**src/rtl/evt_pkg.sv**
```systemverilog
package evt_pkg;

    // Byte offsets on the register port (software-visible)
    localparam int OFF_LOAD_LO = 'h00;
    localparam int OFF_LOAD_HI = 'h04;
    localparam int OFF_VAL_LO  = 'h08;
    localparam int OFF_VAL_HI  = 'h0C;
    localparam int OFF_CTRL    = 'h10;
    localparam int OFF_INT     = 'h14;
    localparam int OFF_SHD_LO  = 'h18;
    localparam int OFF_SHD_HI  = 'h1C;

    // Control word bit positions
    localparam int CB_REPEAT = 0;
    localparam int CB_RUN    = 1;
    localparam int CB_WIDE   = 16;

    // Interrupt word bit positions
    localparam int IB_EN    = 0;
    localparam int IB_RAW   = 1;
    localparam int IB_MASK  = 2;
    localparam int IB_CLR   = 3;

    typedef enum logic [1:0] {
        S_IDLE = 2'd0,
        S_RUN  = 2'd1,
        S_DONE = 2'd2
    } cnt_state_e;

endpackage

```
**src/rtl/evt_count.sv**
```systemverilog
module evt_count
    import evt_pkg::*;
#(
    parameter int HALF_W = 32,
    parameter int CNT_W  = 2 * HALF_W
) (
    input  logic             clk,
    input  logic             rst_n,
    input  logic             start_i,
    input  logic             start_wide_i,
    input  logic             stop_i,
    input  logic             periodic_i,
    input  logic [CNT_W-1:0] load_i,
    output logic [CNT_W-1:0] cnt_o,
    output logic             fire_o
);

    localparam logic [CNT_W-1:0] ONE = CNT_W'(1);

    cnt_state_e       state_q, state_d;
    logic [CNT_W-1:0] cnt_q, cnt_d;
    logic             wide_q, wide_d;
    logic             fire;

    function automatic logic [CNT_W-1:0] fit(input logic [CNT_W-1:0] v, input logic w);
        fit = w ? v : {{(CNT_W-HALF_W){1'b0}}, v[HALF_W-1:0]};
    endfunction

    // state register
    always_ff @(posedge clk or negedge rst_n) begin
        if (!rst_n) begin
            state_q <= S_IDLE;
            cnt_q   <= '0;
            wide_q  <= 1'b0;
        end else begin
            state_q <= state_d;
            cnt_q   <= cnt_d;
            wide_q  <= wide_d;
        end
    end

    // next state and outputs
    always_comb begin
        state_d = state_q;
        cnt_d   = cnt_q;
        wide_d  = wide_q;
        fire    = 1'b0;
        unique case (state_q)
            S_IDLE: begin
                if (start_i) begin                       // START
                    wide_d  = start_wide_i;
                    cnt_d   = fit(load_i, start_wide_i);
                    state_d = (fit(load_i, start_wide_i) == '0) ? S_DONE : S_RUN;
                end
            end
            S_RUN: begin
                if (stop_i) begin                        // STOP
                    state_d = S_IDLE;
                end else if (cnt_q == ONE) begin
                    fire = 1'b1;
                    if (periodic_i && fit(load_i, wide_q) != '0) begin
                        cnt_d = fit(load_i, wide_q);     // FIRE_LOOP
                    end else begin
                        cnt_d   = '0;                    // FIRE_ONCE
                        state_d = S_DONE;
                    end
                end else begin
                    cnt_d = cnt_q - ONE;
                end
            end
            S_DONE: begin
                if (stop_i) state_d = S_IDLE;            // STOP
            end
            default: state_d = S_IDLE;
        endcase
    end

    assign cnt_o  = cnt_q;
    assign fire_o = fire;

    a_r2_decrement: assert property (@(posedge clk) disable iff (!rst_n)
        (state_q == S_RUN && !stop_i && cnt_q != ONE) |=> (cnt_q == $past(cnt_q) - ONE));

    a_r3_done_holds_zero: assert property (@(posedge clk) disable iff (!rst_n)
        (state_q == S_DONE) |-> (cnt_q == '0));

    a_r4_reload: assert property (@(posedge clk) disable iff (!rst_n)
        (state_q == S_RUN && !stop_i && cnt_q == ONE && periodic_i && load_i[HALF_W-1:0] != '0)
        |=> (cnt_q[HALF_W-1:0] == $past(load_i[HALF_W-1:0])));

    a_r10_frozen: assert property (@(posedge clk) disable iff (!rst_n)
        (state_q == S_IDLE && !start_i) |=> $stable(cnt_q));

endmodule

```
**src/rtl/evt_flag.sv**
```systemverilog
module evt_flag (
    input  logic clk,
    input  logic rst_n,
    input  logic fire_i,
    input  logic en_wr_i,
    input  logic en_val_i,
    input  logic clr_i,
    output logic en_o,
    output logic raw_o,
    output logic masked_o,
    output logic irq_o
);

    logic en_q, raw_q;

    always_ff @(posedge clk or negedge rst_n) begin
        if (!rst_n) begin
            en_q  <= 1'b0;
            raw_q <= 1'b0;
        end else begin
            if (en_wr_i) en_q <= en_val_i;
            if (fire_i)      raw_q <= 1'b1;   // expiry wins over clear
            else if (clr_i)  raw_q <= 1'b0;
        end
    end

    assign en_o     = en_q;
    assign raw_o    = raw_q;
    assign masked_o = raw_q & en_q;
    assign irq_o    = masked_o;

    a_r5_raw_sets: assert property (@(posedge clk) disable iff (!rst_n)
        fire_i |=> raw_q);

    a_r6_clear: assert property (@(posedge clk) disable iff (!rst_n)
        (clr_i && !fire_i) |=> !raw_q);

    a_r5_quiet_when_off: assert property (@(posedge clk) disable iff (!rst_n)
        !en_q |-> !irq_o);

endmodule

```
**src/rtl/evt_rdport.sv**
```systemverilog
module evt_rdport
    import evt_pkg::*;
#(
    parameter int DATA_W = 32,
    parameter int ADDR_W = 5,
    parameter int CNT_W  = 2 * DATA_W
) (
    input  logic              clk,
    input  logic              rst_n,
    input  logic              rd_i,
    input  logic [ADDR_W-1:0] addr_i,
    input  logic [CNT_W-1:0]  load_i,
    input  logic [CNT_W-1:0]  cnt_i,
    input  logic              wide_i,
    input  logic [DATA_W-1:0] ctrl_word_i,
    input  logic [DATA_W-1:0] int_word_i,
    output logic [DATA_W-1:0] rdata_o
);

    logic [DATA_W-1:0] shd_lo_q, shd_hi_q, rdata_q, mux;
    logic [DATA_W-1:0] live_hi;

    assign live_hi = wide_i ? cnt_i[CNT_W-1:DATA_W] : '0;

    always_comb begin
        mux = '0;
        if      (addr_i == ADDR_W'(OFF_LOAD_LO)) mux = load_i[DATA_W-1:0];
        else if (addr_i == ADDR_W'(OFF_LOAD_HI)) mux = load_i[CNT_W-1:DATA_W];
        else if (addr_i == ADDR_W'(OFF_VAL_LO))  mux = cnt_i[DATA_W-1:0];
        else if (addr_i == ADDR_W'(OFF_VAL_HI))  mux = live_hi;
        else if (addr_i == ADDR_W'(OFF_CTRL))    mux = ctrl_word_i;
        else if (addr_i == ADDR_W'(OFF_INT))     mux = int_word_i;
        else if (addr_i == ADDR_W'(OFF_SHD_LO))  mux = shd_lo_q;
        else if (addr_i == ADDR_W'(OFF_SHD_HI))  mux = shd_hi_q;
    end

    always_ff @(posedge clk or negedge rst_n) begin
        if (!rst_n) begin
            rdata_q  <= '0;
            shd_lo_q <= '0;
            shd_hi_q <= '0;
        end else if (rd_i) begin
            rdata_q <= mux;
            if (addr_i == ADDR_W'(OFF_VAL_LO)) begin
                shd_lo_q <= cnt_i[DATA_W-1:0];
                shd_hi_q <= live_hi;
            end
        end
    end

    assign rdata_o = rdata_q;

    a_r7_hi_reads_zero: assert property (@(posedge clk) disable iff (!rst_n)
        (rd_i && addr_i == ADDR_W'(OFF_VAL_HI) && !wide_i) |=> (rdata_o == '0));

    a_r9_snapshot: assert property (@(posedge clk) disable iff (!rst_n)
        (rd_i && addr_i == ADDR_W'(OFF_VAL_LO)) |=> (shd_lo_q == $past(cnt_i[DATA_W-1:0])));

endmodule

```
**src/rtl/evtimer.sv**
```systemverilog
module evtimer
    import evt_pkg::*;
#(
    parameter int DATA_W = 32,
    parameter int ADDR_W = 5
) (
    input  logic              clk,
    input  logic              rst_n,
    input  logic              wr_en,
    input  logic              rd_en,
    input  logic [ADDR_W-1:0] addr,
    input  logic [DATA_W-1:0] wdata,
    output logic [DATA_W-1:0] rdata,
    output logic              irq
);

    localparam int CNT_W = 2 * DATA_W;

    logic [DATA_W-1:0] load_lo_q, load_hi_q;
    logic              c_rep_q, c_run_q, c_wide_q;
    logic              wr_ctrl, wr_int, start, stop;
    logic [CNT_W-1:0]  cnt;
    logic              fire, f_en, f_raw, f_mask;
    logic [DATA_W-1:0] ctrl_word, int_word;

    assign wr_ctrl = wr_en && addr == ADDR_W'(OFF_CTRL);
    assign wr_int  = wr_en && addr == ADDR_W'(OFF_INT);
    assign start   = wr_ctrl &&  wdata[CB_RUN] && !c_run_q;
    assign stop    = wr_ctrl && !wdata[CB_RUN] &&  c_run_q;

    always_ff @(posedge clk or negedge rst_n) begin
        if (!rst_n) begin
            load_lo_q <= '0;
            load_hi_q <= '0;
            c_rep_q   <= 1'b0;
            c_run_q   <= 1'b0;
            c_wide_q  <= 1'b0;
        end else if (wr_en) begin
            if (addr == ADDR_W'(OFF_LOAD_LO)) load_lo_q <= wdata;
            if (addr == ADDR_W'(OFF_LOAD_HI)) load_hi_q <= wdata;
            if (wr_ctrl) begin
                c_rep_q  <= wdata[CB_REPEAT];
                c_run_q  <= wdata[CB_RUN];
                c_wide_q <= wdata[CB_WIDE];
            end
        end
    end

    always_comb begin
        ctrl_word = '0;
        ctrl_word[CB_REPEAT] = c_rep_q;
        ctrl_word[CB_RUN]    = c_run_q;
        ctrl_word[CB_WIDE]   = c_wide_q;
        int_word = '0;
        int_word[IB_EN]   = f_en;
        int_word[IB_RAW]  = f_raw;
        int_word[IB_MASK] = f_mask;
    end

    evt_count #(.HALF_W(DATA_W), .CNT_W(CNT_W)) u_count (
        .clk          (clk),
        .rst_n        (rst_n),
        .start_i      (start),
        .start_wide_i (wdata[CB_WIDE]),
        .stop_i       (stop),
        .periodic_i   (c_rep_q),
        .load_i       ({load_hi_q, load_lo_q}),
        .cnt_o        (cnt),
        .fire_o       (fire)
    );

    evt_flag u_flag (
        .clk      (clk),
        .rst_n    (rst_n),
        .fire_i   (fire),
        .en_wr_i  (wr_int),
        .en_val_i (wdata[IB_EN]),
        .clr_i    (wr_int && wdata[IB_CLR]),
        .en_o     (f_en),
        .raw_o    (f_raw),
        .masked_o (f_mask),
        .irq_o    (irq)
    );

    evt_rdport #(.DATA_W(DATA_W), .ADDR_W(ADDR_W), .CNT_W(CNT_W)) u_rd (
        .clk         (clk),
        .rst_n       (rst_n),
        .rd_i        (rd_en),
        .addr_i      (addr),
        .load_i      ({load_hi_q, load_lo_q}),
        .cnt_i       (cnt),
        .wide_i      (c_wide_q),
        .ctrl_word_i (ctrl_word),
        .int_word_i  (int_word),
        .rdata_o     (rdata)
    );

    a_r11_run_tracks_write: assert property (@(posedge clk) disable iff (!rst_n)
        wr_ctrl |=> (c_run_q == $past(wdata[CB_RUN])));

endmodule

```
**config.mk**
```make
export PLATFORM = sky130hd
export DESIGN_NAME = evtimer
export DESIGN_NICKNAME = d
export VERILOG_FILES = /design/src/rtl/evt_pkg.sv /design/src/rtl/evt_count.sv /design/src/rtl/evt_flag.sv /design/src/rtl/evt_rdport.sv /design/src/rtl/evtimer.sv
export SDC_FILE = /design/constraint.sdc
export NUM_CORES = 1
export LEC_CHECK = 0
export ABC_AREA = 1
export BUFFER_PORTS_ARGS = -buffer_cell sky130_fd_sc_hd__buf_2
export CORE_MARGIN = 8
export CORE_UTILIZATION = 45
export CTS_CLUSTER_DIAMETER = 40
export CTS_CLUSTER_SIZE = 24
export DETAILED_ROUTE_END_ITERATION = 8
export PLACE_DENSITY_LB_ADDON = 0.12
export SLEW_MARGIN = 10
export SYNTH_ARGS = -nofsm -noshare
export SYNTH_HDL_FRONTEND = slang
export SYNTH_SLANG_ARGS = --single-unit
```
**constraint.sdc**
```tcl
create_clock -name clk -period 4.3 [get_ports clk]
set_input_delay 0.86 -clock clk [delete_from_list [all_inputs] [get_ports clk]]
set_output_delay 0.86 -clock clk [all_outputs]
set_load 0.01 [all_outputs]
```
==> metrics.txt, run 1 <==
# TYPE chip_impl_metric gauge
chip_impl_metric{name="num-fill-cells",unit=""} 3347
chip_impl_metric{name="first_global_vias",unit=""} 14699
chip_impl_metric{name="fin_worst_skew",unit="ns"} 0.0177
chip_impl_metric{name="wl",unit="microns"} 59900
chip_impl_metric{name="synth.yosys.warnings",unit=""} 0
chip_impl_metric{name="area.growth.synth_to_final",unit="%"} 15.5
chip_impl_metric{name="static-leakage-power",unit="nW"} 8.04
chip_impl_metric{name="min_period",unit="ns"} 2.95
chip_impl_metric{name="postCtsResizedCells",unit=""} 0
chip_impl_metric{name="hold_slack",unit="ns"} 0.353
chip_impl_metric{name="share_of_the_synthesized_area_in_the_top_cell_type",unit="%"} 39.6
chip_impl_metric{name="worst_slew_margin_rel",unit="%"} 18.8
chip_impl_metric{name="yosys_register_bits",unit=""} 232
chip_impl_metric{name="layout.area.seq",unit="sq um"} 5810
chip_impl_metric{name="synth_xor_area_share",unit="%"} 1.67
chip_impl_metric{name="grt_first_pass_wirelength",unit="microns"} 90500
chip_impl_metric{name="place_hpwl",unit="microns"} 42900
chip_impl_metric{name="cts.sinks",unit=""} 232
chip_impl_metric{name="synthSimpleGateAreaFrac",unit="%"} 36.1
chip_impl_info{name="critPathKind",value="flop to flop"} 1
chip_impl_metric{name="total_clock_buffers_created_by_cts",unit=""} 44
chip_impl_metric{name="post_synth_inst_count",unit=""} 2214
chip_impl_metric{name="max_cap_viols",unit=""} 0
chip_impl_metric{name="final_core_utilization",unit="%"} 52.4
chip_impl_info{name="grt_setup_unrepaired",value="no"} 1
chip_impl_info{name="tritoncts",value="built"} 1
chip_impl_metric{name="critPathMaxFanout",unit=""} 31
chip_impl_metric{name="cts_hold_repair.buffers",unit=""} 0
chip_impl_metric{name="start_util",unit="%"} 45.4
chip_impl_info{name="ys_top_cells_by_count",value="nand2_1 (626), nor2_1 (292), dfrtp_1 (232)"} 1
chip_impl_metric{name="fmax",unit="MHz"} 339
chip_impl_metric{name="synthAdderAreaFrac",unit="%"} 0.171
chip_impl_metric{name="worst-r2r-setup-slack",unit="ns"} 1.35
chip_impl_metric{name="ys_types",unit=""} 35
chip_impl_metric{name="count_of_flip_flops_with_a_built_in_enable_after_synthesis",unit=""} 0
chip_impl_metric{name="multi_input_area",unit="sq um"} 7510
chip_impl_metric{name="clkTransAtPathRegs",unit="ns"} 0.05
chip_impl_info{name="slowest_stage_cell_cp",value="inv_2"} 1
chip_impl_info{name="ys_dominant_reg_cell",value="dfrtp_1"} 1
chip_impl_info{name="cts.root.buffer_cell",value="clkbuf_16"} 1
chip_impl_metric{name="routedWlPerCell",unit="microns"} 21.9
chip_impl_metric{name="placement_rows",unit=""} 66
chip_impl_metric{name="core_area",unit="sq um"} 32300
chip_impl_metric{name="drt_iter0_markers",unit=""} 2070
chip_impl_metric{name="fp.dieArea",unit="sq um"} 38600
chip_impl_metric{name="chipHeight",unit="microns"} 196
chip_impl_metric{name="cts-root-to-sink-buffers",unit=""} 3
chip_impl_metric{name="finalMaxSlewViolations",unit=""} 0
chip_impl_metric{name="final_area",unit="sq um"} 16900
chip_impl_metric{name="hold_viol_final",unit=""} 0
chip_impl_metric{name="postLayoutSetupSlackWorst",unit="ns"} 1.35
chip_impl_metric{name="finalWeightedCongestion",unit=""} 0.996
chip_impl_metric{name="iteration_count_of_the_initial_detailed_routing_pass",unit=""} 6
chip_impl_metric{name="die_w",unit="microns"} 196
chip_impl_metric{name="pin_count",unit=""} 74
chip_impl_info{name="synth_most_common_cell",value="nand2_1"} 1
chip_impl_metric{name="routed_via_density",unit=""} 5.73
chip_impl_metric{name="maximum_number_of_pins_on_one_net_before_global_route_repair",unit=""} 111
chip_impl_metric{name="numPortBuffers",unit=""} 73
chip_impl_metric{name="slowest_delay",unit="ns"} 0.54
chip_impl_metric{name="totalNegativeSetupSlack",unit="ns"} 0
chip_impl_metric{name="route.antenna.remaining_nets",unit=""} 0
chip_impl_metric{name="grt_overflow_total",unit=""} 0
chip_impl_metric{name="worst-endpoint-required",unit="ns"} 4.72
chip_impl_metric{name="post-layout-total-power",unit="mW"} 11.2
chip_impl_metric{name="fraction_of_layout_instances_using_a_drive_strength_above_1",unit="%"} 9.61
chip_impl_metric{name="synth_fp_nets",unit=""} 2257
chip_impl_metric{name="setup_fix_buffers_added_after_clock_tree_synthesis",unit=""} 0
chip_impl_info{name="cp_common_cell",value="nand2_1"} 1
chip_impl_metric{name="cp.arrival",unit="ns"} 3.38
chip_impl_info{name="synth_top_family_by_area",value="simple AND/OR/NAND/NOR gates"} 1
chip_impl_metric{name="antenna_found_initial",unit=""} 0
chip_impl_metric{name="syn_area_per_cell",unit="sq um"} 6.62
chip_impl_metric{name="post-route-period-util",unit="%"} 68.7
chip_impl_metric{name="grtUsageTotal",unit="%"} 30.7
chip_impl_info{name="synth.top_cells.by_area",value="dfrtp_1 (40%), nand2_1 (16%), nand3_1 (7.5%)"} 1
chip_impl_metric{name="synth_compound_gate_area_share",unit="%"} 13.1
chip_impl_metric{name="worst_pin_slew",unit="ns"} 1.22
chip_impl_info{name="crit_path_start_kind",value="flop"} 1
chip_impl_metric{name="dp_worst_setup_slack",unit="ns"} 1.02
chip_impl_metric{name="async_set_or_reset_flop_fraction_in_the_synthesized_netlist",unit="%"} 100
chip_impl_metric{name="nNetsFinal",unit=""} 2296
chip_impl_metric{name="synth.cell_area",unit="sq um"} 14700
chip_impl_metric{name="dp.cells",unit=""} 2649
chip_impl_metric{name="post_synth_mux_area_share",unit="%"} 0
chip_impl_info{name="worst_hold_path_type",value="input port to asynchronous set/reset pin"} 1
chip_impl_metric{name="cts.htree.levels",unit=""} 2
chip_impl_info{name="yosysTopAreaCell",value="dfrtp_1"} 1
chip_impl_info{name="critPathCaptureType",value="flop"} 1
chip_impl_metric{name="non_filler_instance_count_after_layout",unit=""} 2731
chip_impl_info{name="outcome",value="finished clean"} 1
chip_impl_metric{name="placed_cell_area",unit="sq um"} 15400
chip_impl_metric{name="clkLatencyLatePin",unit="ns"} 0.55
chip_impl_metric{name="p_per_area",unit="nW/um^2"} 659
chip_impl_metric{name="routed-via-count",unit=""} 15644
chip_impl_metric{name="antenna_diode_instance_count",unit=""} 0
chip_impl_metric{name="drc_errors",unit=""} 0
chip_impl_metric{name="setup_viol",unit=""} 0
chip_impl_info{name="crit_path_cell_trace",value="nor2_1, nand2_1, nor2_2, nand2_2, nor2_4, nand3_2, inv_2, buf_4, nand2_1, nand3_1, a21oi_1"} 1
chip_impl_metric{name="peakVddDrop",unit="mV"} 0.345
chip_impl_metric{name="synth_seq_area_share",unit="%"} 39.6
state kept, by name, indices dropped and copies added, names as in the netlist:
register         cells
c_rep_q              1
c_run_q              1
c_wide_q             1
load_hi_q           32
load_lo_q           32
u_count.cnt_o       64
u_count.state_q      2
u_count.wide_q       1
u_flag.en_o          1
u_flag.raw_o         1
u_rd.rdata_o        32
u_rd.shd_hi_q       32
u_rd.shd_lo_q       32
layer usage:
layer	part of all wire [%]	GRT usage [%]	vias to the layer above
met5	0	0	-
met4	2.9	9.01	0
met3	13	9.67	129
met2	40	42.4	946
met1	44	44.9	7359
li1	-	-	7210
worst max-delay path, delay by kind of cell, from the launching register on:
kind                   cells  cell delay, ns
buffers and inverters      2            0.94
flip-flops                 1            0.44
AND/OR/NAND/NOR            8            1.35
AO/OA/AOI/OAI              1            0.07
kinds of logic (layout without fill, tap and decap cells):
kind of cell / count (synthesis) / count (layout)
xor gates and xnor gates: 28 / 28
buffers and inverters: 334 / 409
and+or+nand+nor: 1254 / 1254
AOI/OAI and AO/OA: 364 / 364
adders and majority gates: 2 / 2
DFF: 232 / 232
worst paths after layout:
path                       cells past startpoint                          start                       endpoint
hold reg to reg                                2    u_rd.rdata_o[1]$_DFFE_PN0P_    u_rd.rdata_o[1]$_DFFE_PN0P_
setup / recovery                              11  u_count.cnt_o[21]$_DFFE_PN0P_  u_count.cnt_o[62]$_DFFE_PN0P_
min in group clk                               2    u_rd.rdata_o[1]$_DFFE_PN0P_    u_rd.rdata_o[1]$_DFFE_PN0P_
setup reg to reg                              11  u_count.cnt_o[21]$_DFFE_PN0P_  u_count.cnt_o[62]$_DFFE_PN0P_
max in group asynchronous                      2                          rst_n      load_lo_q[25]$_DFFE_PN0P_
hold / removal                                 1                          rst_n   u_rd.shd_lo_q[8]$_DFFE_PN0P_
area by class of cell:
type / count / share of cell area, %
clock buffer: 58 / 7.29
clock inverter: 24 / 1.97
inverter: 221 / 4.90
multi-input combinational: 1648 / 44.4
sequential: 232 / 34.3
tap: 442 / 3.27
timing repair buffer: 106 / 3.90
cells in the final DEF (no fill, tap or decap), types with 5 or more instances in the layout:
master | Yosys | layout
nor2_1 | 292 | 291
a21oi_1 | 93 | 93
nor2_4 | 6 | 7
o21ai_0 | 207 | 207
buf_2 | 39 | 72
clkinv_2 | 0 | 5
inv_1 | 213 | 213
bufinv_16 | 0 | 7
dfrtp_1 | 232 | 231
clkbuf_8 | 0 | 6
o21ai_1 | 20 | 20
nand2_2 | 4 | 5
nand2_1 | 626 | 625
clkbuf_1 | 59 | 7
o22ai_1 | 7 | 7
nor2_2 | 13 | 13
nor3_1 | 50 | 49
o211ai_1 | 32 | 32
xor2_1 | 27 | 27
nand4_1 | 13 | 13
clkinvlp_4 | 0 | 6
inv_2 | 6 | 6
nand3_1 | 221 | 220
nand3b_1 | 24 | 24
buf_4 | 7 | 30
clkbuf_16 | 0 | 45
power by group:
group	switching (mW)	leakage, nW	total, mW	internal, mW
registers	1.05	2.97	3.81	2.76
logic	2.61	4.31	3.69	1.09
clock network	1.21	0.751	3.66	2.44
Note: power is estimated with default switching activity, not from simulation.
==> run 2: changes to the inputs <==
- ABC_AREA: 1 -> 0
- clock period: 4.3 -> 3.1 ns (I/O delays scaled with it)
==> run 2 against run 1 <==
  * Wire length is 23% lower
  * Flip-flop and latch count stayed put
  * Synthesized cell count is 39% lower
  * Register-to-register slack worse by 1.3 ns
  * Clock power is 26% higher
  * Power is 21% higher
  * Core utilization is 5.8 points higher
  * Clock skew is 0.00054 ns higher
  * Sequential share of layout area is 1.8 points higher
  * Design area is 5.0% lower
  * Global-route usage is 3.1 points lower
==> metrics.txt, run 2 <==
# TYPE chip_impl_metric gauge
chip_impl_info{name="critPathKind",value="flop to flop"} 1
chip_impl_metric{name="grt_first_pass_wirelength",unit="microns"} 71600
chip_impl_metric{name="core_area",unit="sq um"} 27600
chip_impl_metric{name="timing.reg2reg.worst_path_depth",unit=""} 8
chip_impl_metric{name="finalMaxSlewViolations",unit=""} 0
chip_impl_metric{name="count_of_flip_flops_with_a_built_in_enable_after_synthesis",unit=""} 0
chip_impl_metric{name="min_period",unit="ns"} 3.07
chip_impl_info{name="layout_commonest_cell",value="dfrtp_1"} 1
chip_impl_metric{name="route.antenna.remaining_nets",unit=""} 0
chip_impl_metric{name="intPower",unit="mW"} 8.80
chip_impl_metric{name="cts_hold_repair.buffers",unit=""} 0
chip_impl_metric{name="cts-root-to-sink-buffers",unit=""} 3
chip_impl_metric{name="clockPowerShare",unit="%"} 34.1
chip_impl_metric{name="drt_iter0_markers",unit=""} 1014
chip_impl_metric{name="setup_viol",unit=""} 0
chip_impl_metric{name="antenna_found_initial",unit=""} 0
chip_impl_info{name="worst_hold_path_type",value="input port to asynchronous set/reset pin"} 1
chip_impl_metric{name="static-leakage-power",unit="nW"} 7.15
chip_impl_metric{name="fin_worst_skew",unit="ns"} 0.0182
chip_impl_metric{name="routed-via-count",unit=""} 11811
chip_impl_info{name="synth_most_common_cell",value="dfrtp_1"} 1
chip_impl_metric{name="routedWlPerCell",unit="microns"} 23.5
chip_impl_metric{name="comb_power_share",unit="%"} 32.8
chip_impl_info{name="grt_setup_unrepaired",value="yes"} 1
chip_impl_metric{name="final_core_utilization",unit="%"} 58.2
chip_impl_metric{name="hold_viol_final",unit=""} 0
chip_impl_info{name="cts.root.buffer_cell",value="clkbuf_16"} 1
chip_impl_metric{name="largest_register_ffs",unit=""} 64
chip_impl_metric{name="synth_fp_nets",unit=""} 1399
chip_impl_metric{name="p_switching",unit="mW"} 4.73
chip_impl_metric{name="share_seq_of_total_power",unit="%"} 33.1
chip_impl_metric{name="grt_overflow_total",unit=""} 0
chip_impl_metric{name="routed_via_density",unit=""} 6.04
chip_impl_metric{name="share_of_the_synthesized_area_in_the_top_cell_type",unit="%"} 46.1
chip_impl_info{name="critical_path.reg2reg.startpoint",value="u_count.cnt_o[59]$_DFFE_PN0P_"} 1
chip_impl_metric{name="async_set_or_reset_flop_fraction_in_the_synthesized_netlist",unit="%"} 100
chip_impl_metric{name="synth.yosys.warnings",unit=""} 0
chip_impl_info{name="tritoncts",value="built"} 1
chip_impl_metric{name="grtUsageTotal",unit="%"} 27.6
chip_impl_metric{name="finalWeightedCongestion",unit=""} 0.937
chip_impl_info{name="critPathCaptureType",value="flop"} 1
chip_impl_metric{name="wl",unit="microns"} 46100
chip_impl_metric{name="cts.sinks",unit=""} 232
chip_impl_metric{name="clkLatencyLatePin",unit="ns"} 0.53
chip_impl_metric{name="iteration_count_of_the_initial_detailed_routing_pass",unit=""} 5
chip_impl_metric{name="synth_seq_area_share",unit="%"} 46.1
chip_impl_metric{name="dp.cells",unit=""} 1881
chip_impl_metric{name="nNetsFinal",unit=""} 1592
chip_impl_metric{name="power_switching_share",unit="%"} 35.0
chip_impl_metric{name="ys_types",unit=""} 63
chip_impl_metric{name="numPortBuffers",unit=""} 73
chip_impl_metric{name="synth.cell_area",unit="sq um"} 12600
chip_impl_metric{name="post-route-period-util",unit="%"} 99.0
chip_impl_metric{name="total_clock_buffers_created_by_cts",unit=""} 41
chip_impl_metric{name="fp.dieArea",unit="sq um"} 33600
chip_impl_info{name="synth.top_cells.by_area",value="dfrtp_1 (46%), mux2_2 (11%), a21oi_1 (5.1%)"} 1
chip_impl_metric{name="p_per_area",unit="nW/um^2"} 842
chip_impl_metric{name="worst_pin_slew",unit="ns"} 0.725
chip_impl_metric{name="antenna_diode_instance_count",unit=""} 0
chip_impl_info{name="r2r_endpoint",value="u_count.cnt_o[5]$_DFFE_PN0P_"} 1
chip_impl_metric{name="non_filler_instance_count_after_layout",unit=""} 1957
chip_impl_info{name="yosysTopAreaCell",value="dfrtp_1"} 1
chip_impl_metric{name="critPathMaxFanout",unit=""} 8
chip_impl_metric{name="pin_count",unit=""} 74
chip_impl_metric{name="placed_cell_area",unit="sq um"} 14600
chip_impl_metric{name="fraction_of_layout_instances_using_a_drive_strength_above_1",unit="%"} 31.0
chip_impl_metric{name="place_hpwl",unit="microns"} 32900
chip_impl_metric{name="worst-r2r-setup-slack",unit="ns"} 0.03
chip_impl_metric{name="syn_area_per_cell",unit="sq um"} 9.28
chip_impl_metric{name="worst-endpoint-required",unit="ns"} 3.52
chip_impl_metric{name="start_util",unit="%"} 45.6
chip_impl_metric{name="final_area",unit="sq um"} 16100
chip_impl_metric{name="chipHeight",unit="microns"} 183
chip_impl_info{name="ys_top_cells_by_count",value="dfrtp_1 (232), nand2_1 (156), nor2_1 (130)"} 1
chip_impl_metric{name="cts.htree.levels",unit=""} 2
chip_impl_info{name="outcome",value="finished clean"} 1
chip_impl_metric{name="cp.arrival",unit="ns"} 3.49
chip_impl_info{name="ys_dominant_reg_cell",value="dfrtp_1"} 1
chip_impl_metric{name="worst_slew_margin_rel",unit="%"} 51.5
chip_impl_info{name="mostFrequentLayoutCells",value="dfrtp_1 (232), buf_4 (172), nand2_1 (156)"} 1
chip_impl_metric{name="die_w",unit="microns"} 183
chip_impl_metric{name="maximum_number_of_pins_on_one_net_before_global_route_repair",unit=""} 91
chip_impl_metric{name="max_cap_viols",unit=""} 0
chip_impl_metric{name="first_global_vias",unit=""} 11883
chip_impl_metric{name="clkTransAtPathRegs",unit="ns"} 0.05
chip_impl_metric{name="yosys_register_bits",unit=""} 232
chip_impl_metric{name="drc_errors",unit=""} 0
chip_impl_metric{name="placement_rows",unit=""} 61
chip_impl_metric{name="area.growth.synth_to_final",unit="%"} 27.8
chip_impl_info{name="crit_path_start_kind",value="flop"} 1
chip_impl_metric{name="fmax",unit="MHz"} 326
chip_impl_metric{name="post_synth_inst_count",unit=""} 1356
chip_impl_metric{name="peakVddDrop",unit="mV"} 0.473
==> run 2: power by group through the flow <==
stage / logic, mW / registers (mW) / clock network (mW)
2_1_floorplan: 2.30 / 4.34 / 0
3_3_place_gp: 4.24 / 4.48 / 0
3_5_place_dp: 4.28 / 4.50 / 0
4_1_cts: 4.33 / 4.45 / 4.69
5_1_grt: 4.81 / 4.57 / 4.82
6_report: 4.44 / 4.47 / 4.62
==> run 2: layout make-up <==
| type | count | area, sq um |
|---|---|---|
| timing repair buffer | 259 | 1930 |
| inverter | 11 | 41.3 |
| clock buffer | 52 | 1130 |
| sequential | 232 | 5810 |
| fill | 2473 | 11500 |
| clock inverter | 21 | 279 |
| tap | 378 | 473 |
| multi-input combinational | 1004 | 6420 |
==> run 2: stage by stage <==
stage               total power [mW]  TNS (ns)  setup WS [ns]  hold WS, ns
finish                          13.5         0         0.0323       0.0292
global route                    14.2    -0.146        -0.0495       0.0537
CTS                             13.5         0       0.000140       0.0302
detailed placement              8.77    -0.282        -0.0902        0.471
global placement                8.72    -0.124        -0.0793        0.463
floorplan                       6.64    -0.248        -0.0990        0.324
==> run 2: cell families after synthesis <==
| logic type | after synthesis | synth area share [%] |
|---|---|---|
| buffers and inverters | 120 | 3.91 |
| flip-flops | 232 | 46.1 |
| multiplexers | 127 | 11.5 |
| AO/OA/AOI/OAI | 359 | 17.8 |
| adder cells (fa/ha/maj) | 2 | 0.199 |
| AND/OR/NAND/NOR | 484 | 18.2 |
| XOR/XNOR | 32 | 2.23 |
==> run 2: critical path: stages (launching register included) <==
cell	delay, ns
dfrtp_1	0.37
or4_4	0.55
or4_4	0.58
or4_4	0.61
o21ai_1	0.23
buf_4	0.23
nor4_1	0.07
a21oi_1	0.10
a21bo_2	0.22
==> run 2: worst max-delay path by stage <==
stage	cells after the start	slack [ns]	endpoint	startpoint
4_1_cts	7	0.0001	u_count.cnt_o[24]$_DFFE_PN0P_	u_count.cnt_o[59]$_DFFE_PN0P_
3_5_place_dp	7	-0.09	u_count.cnt_o[38]$_DFFE_PN0P_	u_count.cnt_o[59]$_DFFE_PN0P_
2_1_floorplan	11	-0.1	u_count.cnt_o[49]$_DFFE_PN0P_	u_count.cnt_o[9]$_DFFE_PN0P_
6_report	8	0.03	u_count.cnt_o[5]$_DFFE_PN0P_	u_count.cnt_o[59]$_DFFE_PN0P_
5_1_grt	8	-0.05	u_count.cnt_o[29]$_DFFE_PN0P_	u_count.cnt_o[59]$_DFFE_PN0P_
3_3_place_gp	7	-0.08	u_count.cnt_o[38]$_DFFE_PN0P_	u_count.cnt_o[59]$_DFFE_PN0P_
==> run 2: timing repair <==
item	in CTS	in global routing
setup endpoints to repair	10	44
pin swaps	0	4
resized for setup	4	13
setup buffers	0	3
==> run 2: metal layers <==
| layer | vias to the layer above | routed length, microns | track usage [%] |
|---|---|---|---|
| met3 | 107 | 2820 | 3.66 |
| met5 | - | 0 | 0 |
| met4 | 0 | 1670 | 11.1 |
| met1 | 5842 | 19800 | 36.3 |
| met2 | 488 | 21800 | 45.5 |
| li1 | 5374 | - | - |
